File: config.mk
export PLATFORM = sky130hd
export DESIGN_NAME = slv_proto_seq
export DESIGN_NICKNAME = d
export VERILOG_FILES = /design/src/rtl/slv_seq_pkg.sv /design/src/rtl/slv_id_match.sv /design/src/rtl/slv_opword_dec.sv /design/src/rtl/slv_opnd_asm.sv /design/src/rtl/slv_proto_seq.sv
export SDC_FILE = /design/constraint.sdc
export NUM_CORES = 1
export LEC_CHECK = 0
export ABC_AREA = 1
export BUFFER_PORTS_ARGS = -buffer_cell sky130_fd_sc_hd__buf_2
export CORE_MARGIN = 2
export CORE_UTILIZATION = 45
export DETAILED_ROUTE_END_ITERATION = 10
export PLACE_DENSITY_LB_ADDON = 0.1
export SLEW_MARGIN = 20
export SYNTH_ARGS = -nofsm -noshare
export SYNTH_HDL_FRONTEND = slang
export SYNTH_HIERARCHICAL = 1
export SYNTH_SLANG_ARGS = --single-unit
File: constraint.sdc
create_clock -name clk -period 4.8 [get_ports clk]
set_input_delay 0.96 -clock clk [delete_from_list [all_inputs] [get_ports clk]]
set_output_delay 0.96 -clock clk [all_outputs]
set_load 0.05 [all_outputs]
File: src/rtl/slv_seq_pkg.sv
package slv_seq_pkg;

  typedef enum logic [1:0] {
    SQ_IDLE  = 2'd0,
    SQ_WAITW = 2'd1,
    SQ_OPND  = 2'd2,
    SQ_DONE  = 2'd3
  } sq_state_e;

  localparam logic [1:0] STAT_ID   = 2'b11;
  localparam logic [1:0] STAT_XFER = 2'b01;

  // number of 16-bit beats for a size code
  function automatic logic [2:0] beats_for(input logic [1:0] sz);
    case (sz)
      2'd2:    beats_for = 3'd2;
      2'd3:    beats_for = 3'd4;
      default: beats_for = 3'd1;
    endcase
  endfunction

endpackage

File: src/rtl/slv_id_match.sv
module slv_id_match #(
  parameter int          ID_W     = 8,
  parameter logic [7:0]  SLAVE_ID = 8'h5A
) (
  input  logic [ID_W-1:0] id_byte,
  output logic            hit
);
  always_comb hit = (id_byte == SLAVE_ID[ID_W-1:0]);
endmodule

File: src/rtl/slv_opword_dec.sv
module slv_opword_dec #(
  parameter int BUS_W = 16,
  parameter int CNT_W = 2,
  parameter int SZ_W  = 2,
  parameter int IDX_W = 2
) (
  input  logic             clk,
  input  logic             rst,
  input  logic             load,
  input  logic [BUS_W-1:0] bus_word,
  input  logic [IDX_W-1:0] cur_idx,
  output logic [BUS_W-1:0] opw,
  output logic             opw_valid,
  output logic [CNT_W-1:0] next_count,
  output logic [CNT_W-1:0] op_count,
  output logic [SZ_W-1:0]  cur_size
);
  localparam int HALF = BUS_W / 2;

  logic [BUS_W-1:0] swapped;

  always_comb begin
    swapped    = {bus_word[HALF-1:0], bus_word[BUS_W-1:HALF]};
    next_count = swapped[CNT_W-1:0];
    op_count   = opw[CNT_W-1:0];
    cur_size   = opw[CNT_W + SZ_W*cur_idx +: SZ_W];
  end

  always_ff @(posedge clk) begin
    if (rst) begin
      opw       <= '0;
      opw_valid <= 1'b0;
    end else begin
      opw_valid <= load;
      if (load) opw <= swapped;
    end
  end

  AST_SWAP_ORDER: assert property (@(posedge clk) disable iff (rst)
    opw_valid |-> opw == {$past(bus_word[HALF-1:0]), $past(bus_word[BUS_W-1:HALF])});

endmodule

File: src/rtl/slv_opnd_asm.sv
module slv_opnd_asm
  import slv_seq_pkg::*;
#(
  parameter int BUS_W  = 16,
  parameter int OPND_W = 64,
  parameter int SZ_W   = 2,
  parameter int IDX_W  = 2
) (
  input  logic              clk,
  input  logic              rst,
  input  logic              clear,
  input  logic              word_en,
  input  logic [BUS_W-1:0]  word_in,
  input  logic [SZ_W-1:0]   size,
  input  logic [IDX_W-1:0]  idx,
  output logic              last,
  output logic              opd_valid,
  output logic [OPND_W-1:0] opd_data,
  output logic [SZ_W-1:0]   opd_size,
  output logic [IDX_W-1:0]  opd_idx
);
  localparam int SLICES = OPND_W / BUS_W;
  localparam int WC_W   = $clog2(SLICES);

  logic [WC_W-1:0]   wcnt;
  logic [OPND_W-1:0] acc;
  logic [OPND_W-1:0] merged;

  always_comb begin
    last   = ({1'b0, wcnt} + 1'b1) == (WC_W+1)'(beats_for(size));
    merged = acc;
    merged[wcnt*BUS_W +: BUS_W] = word_in;
    if (size == '0) merged = {{(OPND_W-8){1'b0}}, word_in[7:0]};
  end

  always_ff @(posedge clk) begin
    if (rst || clear) begin
      wcnt      <= '0;
      acc       <= '0;
      opd_valid <= 1'b0;
      if (rst) begin
        opd_data <= '0;
        opd_size <= '0;
        opd_idx  <= '0;
      end
    end else begin
      opd_valid <= 1'b0;
      if (word_en) begin
        if (last) begin
          opd_valid <= 1'b1;
          opd_data  <= merged;
          opd_size  <= size;
          opd_idx   <= idx;
          wcnt      <= '0;
          acc       <= '0;
        end else begin
          acc  <= merged;
          wcnt <= wcnt + 1'b1;
        end
      end
    end
  end

  AST_WCNT_BOUND: assert property (@(posedge clk) disable iff (rst)
    ({1'b0, wcnt} < (WC_W+1)'(beats_for(size))) || !word_en);

endmodule

File: src/rtl/slv_proto_seq.sv
module slv_proto_seq
  import slv_seq_pkg::*;
#(
  parameter logic [7:0] SLAVE_ID = 8'h5A,
  parameter int         BUS_W    = 16,
  parameter int         OPND_W   = 64,
  parameter int         CNT_W    = 2,
  parameter int         SZ_W     = 2
) (
  input  logic              clk,
  input  logic              rst,
  input  logic              bus_valid,
  input  logic [1:0]        bus_status,
  input  logic [BUS_W-1:0]  bus_data,
  output logic              sel,
  output logic              opw_valid,
  output logic [BUS_W-1:0]  opw,
  output logic              opd_valid,
  output logic [OPND_W-1:0] opd_data,
  output logic [SZ_W-1:0]   opd_size,
  output logic [CNT_W-1:0]  opd_idx
);
  localparam int IDX_W = CNT_W;

  sq_state_e        state;
  logic [IDX_W-1:0] op_idx;
  logic             id_beat, xfer_beat, id_hit;
  logic [CNT_W-1:0] next_count, op_count;
  logic [SZ_W-1:0]  cur_size;
  logic             asm_last, word_en, load_opw;

  always_comb begin
    id_beat   = bus_valid && (bus_status == STAT_ID);
    xfer_beat = bus_valid && (bus_status == STAT_XFER);
    load_opw  = xfer_beat && (state == SQ_WAITW);
    word_en   = xfer_beat && (state == SQ_OPND);
  end

  slv_id_match #(.ID_W(8), .SLAVE_ID(SLAVE_ID)) u_id (
    .id_byte (bus_data[7:0]),
    .hit     (id_hit)
  );

  slv_opword_dec #(.BUS_W(BUS_W), .CNT_W(CNT_W), .SZ_W(SZ_W), .IDX_W(IDX_W)) u_dec (
    .clk        (clk),
    .rst        (rst),
    .load       (load_opw),
    .bus_word   (bus_data),
    .cur_idx    (op_idx),
    .opw        (opw),
    .opw_valid  (opw_valid),
    .next_count (next_count),
    .op_count   (op_count),
    .cur_size   (cur_size)
  );

  slv_opnd_asm #(.BUS_W(BUS_W), .OPND_W(OPND_W), .SZ_W(SZ_W), .IDX_W(IDX_W)) u_asm (
    .clk       (clk),
    .rst       (rst),
    .clear     (id_beat),
    .word_en   (word_en),
    .word_in   (bus_data),
    .size      (cur_size),
    .idx       (op_idx),
    .last      (asm_last),
    .opd_valid (opd_valid),
    .opd_data  (opd_data),
    .opd_size  (opd_size),
    .opd_idx   (opd_idx)
  );

  always_ff @(posedge clk) begin
    if (rst) begin
      state  <= SQ_IDLE;
      sel    <= 1'b0;
      op_idx <= '0;
    end else if (id_beat) begin
      // any broadcast restarts the protocol
      op_idx <= '0;
      sel    <= id_hit;
      state  <= id_hit ? SQ_WAITW : SQ_IDLE;
    end else if (xfer_beat) begin
      case (state)
        SQ_WAITW: state <= (next_count == '0) ? SQ_DONE : SQ_OPND;
        SQ_OPND: if (asm_last) begin
          op_idx <= op_idx + 1'b1;
          if (({1'b0, op_idx} + 1'b1) == {1'b0, op_count}) state <= SQ_DONE;
        end
        default: state <= state;
      endcase
    end
  end

  AST_IDLE_UNSEL: assert property (@(posedge clk) disable iff (rst)
    (state == SQ_IDLE) |-> !sel);
  AST_PULSE_NEEDS_SEL: assert property (@(posedge clk) disable iff (rst)
    (opw_valid || opd_valid) |-> sel);
  AST_ONE_PULSE: assert property (@(posedge clk) disable iff (rst)
    $onehot0({opw_valid, opd_valid}));
  AST_IDX_BOUND: assert property (@(posedge clk) disable iff (rst)
    opd_valid |-> (opd_idx < op_count));
  AST_ID_ABORTS: assert property (@(posedge clk) disable iff (rst)
    id_beat |=> (!opd_valid && !opw_valid));

endmodule

==> key figures <==
Run status
  • Outcome: completed

Power and ir drop
  • NetSw: 695 uW
  • VDD IR max: 0.240 mV
  • Sequential Power Share: 46.0%
  • Clk pwr share: 47.9%
  • Leakage: 3.99 nW
  • Power, Total: 3.09 mW
  • Gate power share: 6.2%
  • Power per cell area: 375 nW/um^2
  • P_int: 2.40 mW
  • Switching Share: 22.5%

Setup path
  • CP Max Fanout: 41
  • Worst Setup End Kind: register
  • Crit start category: register
  • CP Data Arrival Time: 3.37 ns
  • Worst path required time: 4.91 ns
  • Crit Path Category: reg2reg

Clock network
  • Clock transition at the registers of the reported paths: 0.06 ns
  • Clock Tree Buf Depth: 2
  • Hold_buf cts: 0
  • CTS root buf: clkbuf_16
  • Sink Count: 157
  • Post-cts sizing count: 0
  • Clock Latency Late Sink: 0.43 ns
  • H-tree levels: 4
  • Setup Buffers After CTS: 0
  • TritonCTS clock tree: built
  • CTS buffer count: 17

Floorplanning
  • Row count: 45
  • Die W: 129 um
  • IO Pins: 108
  • Initial Util: 46.1%
  • Die Span Y: 129 um
  • Core box area: 15,200 sq um
  • Die ar.: 16,600 sq um

Min path
  • Hold Crit Class: reg2reg

Finish
  • Synth-to-Final Area Change: 17.5%
  • ANT cells: 0
  • Share of cells above drive strength 1: 18.7%
  • Fillers: 1,472
  • Final Cell Area: 8240 sq um
  • Final nets: 997

Detailed routing
  • DRT Wirelength: 17.5 mm
  • Vias post-DR: 5,743
  • Met2 WL: 8.07 mm
  • First drt pass iteration count: 7
  • Met1 wire length: 8.25 mm
  • Met3 wire length: 860 um
  • Max layer used: met4
  • Residual DRC count: 0
  • Wire per inst: 14.9 um
  • Iter 0 DRT Violations: 455
  • Detail Route Antenna Nets: 0
  • Vias per cell: 4.91

STA
  • Post-layout min period: 3.26 ns
  • Final Hold Violating Endpoints: 0
  • Worst slew margin: 41.3%
  • Worst setup margin: 1.54 ns
  • Worst-Margin Slew: 0.881 ns
  • Final period utilization: 68.0%
  • Final Setup Violations: 0
  • Worst Clk Skew: 0.00723 ns
  • Fin. max-slew vios: 0
  • Setup TNS: 0 ns
  • FMAX: 306 MHz
  • RSZ-0062 raised after global routing: no

Global route
  • Largest net degree at the start of global routing: 62
  • First-pass GRT wire length: 27.5 mm
  • All-layer global routing usage: 21.7%
  • GRT Residual Overflow: 0
  • Antenna violations before repair: 0
  • Vias in the first global route: 5,337

Synthesis
  • Post-Synth Simple-Gate Area: 26.5%
  • Post-Synthesis Cells: 878
  • Post-synthesis average cell area: 7.99 sq um
  • Adder-Cell Fraction of Synth Area: 1.25%
  • Largest cells by area after synthesis: edfxtp_1 29%, dfxtp_1 25%, nand2_1 18%
  • Ys flop type: dfxtp_1
  • Synth top area share: 29.1%
  • Post-synthesis async set-or-reset flop share: 0%
  • Post-synthesis compound-gate area fraction: 7.44%
  • Seq cells post-synth: 157
  • Number of enable flip-flop cells after synthesis: 68
  • Top cell type by total area after synthesis: edfxtp_1
  • Largest family of logic cells by synthesized area: simple AND/OR/NAND/NOR gates
  • Post-synthesis xor/xnor area fraction: 0.125%
  • Syn Nets: 906
  • Synth warn: 6
  • Top post-synthesis cells by count: 341 x nand2_1, 110 x inv_1, 89 x dfxtp_1
  • Synth cell types: 29
  • Mapped Area: 7010 sq um
  • Most numerous cell in the Yosys netlist: nand2_1
  • Register area share after synthesis: 54.5%
  • Mux cell area share after synthesis: 0%

Place
  • Dpl hpwl: 11.7 mm
  • Dpl ws: 1.55 ns
  • Port bufs: 107
  • RePlAce Congestion: 0.846
  • Dpl cell area: 7590 sq um

Job
  • Max cap viols: 0
-- power by group through the flow --
stage,Sequential (mW),Combinational [mW],Clock (mW)
after global placement,1.45,0.190,0
after floorplan,1.54,0.0457,0
after CTS,1.42,0.191,1.50
after detailed placement,1.45,0.191,0
after global routing,1.42,0.201,1.56
final,1.42,0.191,1.48
-- cells by family after synthesis --
family / count (synthesis)
buf+inv: 162
compound gates: 95
simple gates: 456
fa+ha+maj: 7
xor+xnor: 1
flops: 157
-- per-layer routing --
metal  vias up  track usage (%)
met5         -                0
li1       2915                -
met3        20             4.57
met1      2657             29.4
met2       151             34.3
met4         0             7.93
-- final timing paths --
| check | startpoint | end | slack (ns) | cells past startpoint |
|---|---|---|---|---|
| min reg2reg | u_asm/acc[4] | u_asm/acc[4] | 0.46 | 2 |
| max | u_asm/wcnt[0] | u_asm/opd_data[52] | 1.54 | 10 |
| max reg2reg | u_asm/wcnt[0] | u_asm/opd_data[52] | 1.54 | 10 |
| min | u_asm/acc[4] | u_asm/acc[4] | 0.46 | 2 |
-- registers in the layout, summed over array words and instances, names as in the netlist, 2 cells and up --
register,count
op_idx,2
state,2
u_asm/acc,64
u_asm/opd_data,64
u_asm/opd_idx,2
u_asm/opd_size,2
u_asm/wcnt,2
u_dec/opw,16
-- per-stage QoR --
step | utilization [%] | instances | hold slack [ns]
3_5_place_dp | 49.9 | 1138 | 0.444
4_1_cts | 54.2 | 1170 | 0.456
2_1_floorplan | - | 878 | 0.426
3_3_place_gp | 49.9 | 1138 | 0.441
6_report | 54.2 | 1170 | 0.458
5_1_grt | 54.2 | 1170 | 0.472
-- placed cells by master (no fill, tap or decap), types with 3 or more instances in the layout --
master	count
inv_2	6
clkinv_1	3
edfxtp_1	68
a21oi_2	11
nor2_4	4
bufinv_16	5
o21ai_0	15
buf_4	4
nand2_1	340
nand3_1	44
o21ai_1	56
ha_1	7
nor2_1	47
inv_1	110
buf_2	107
a21oi_1	11
clkinv_2	4
clkbuf_16	17
nand2_2	13
dfxtp_1	89
-- area by class of cell --
class / instances / area, sq um / share of cell area, %
well taps: 188 / 235 / 2.85
clock buffers: 21 / 460 / 5.59
inverters: 122 / 469 / 5.69
clock inverters: 11 / 190 / 2.31
flip-flops and latches: 157 / 3820 / 46.4
multi-input cells: 559 / 2480 / 30.1
repair buffers: 112 / 586 / 7.10
-- worst max-delay path: stages, from the launching register on --
cell	delay [ns]
dfxtp_1	0.64
inv_1	0.21
ha_1	0.42
inv_2	0.15
nand2_1	0.08
nand2_1	0.06
nand3b_1	0.11
nand2_1	0.18
nand3_1	0.14
nand2_2	0.59
buf_12	0.33
Power figures use the tool's default switching activity.
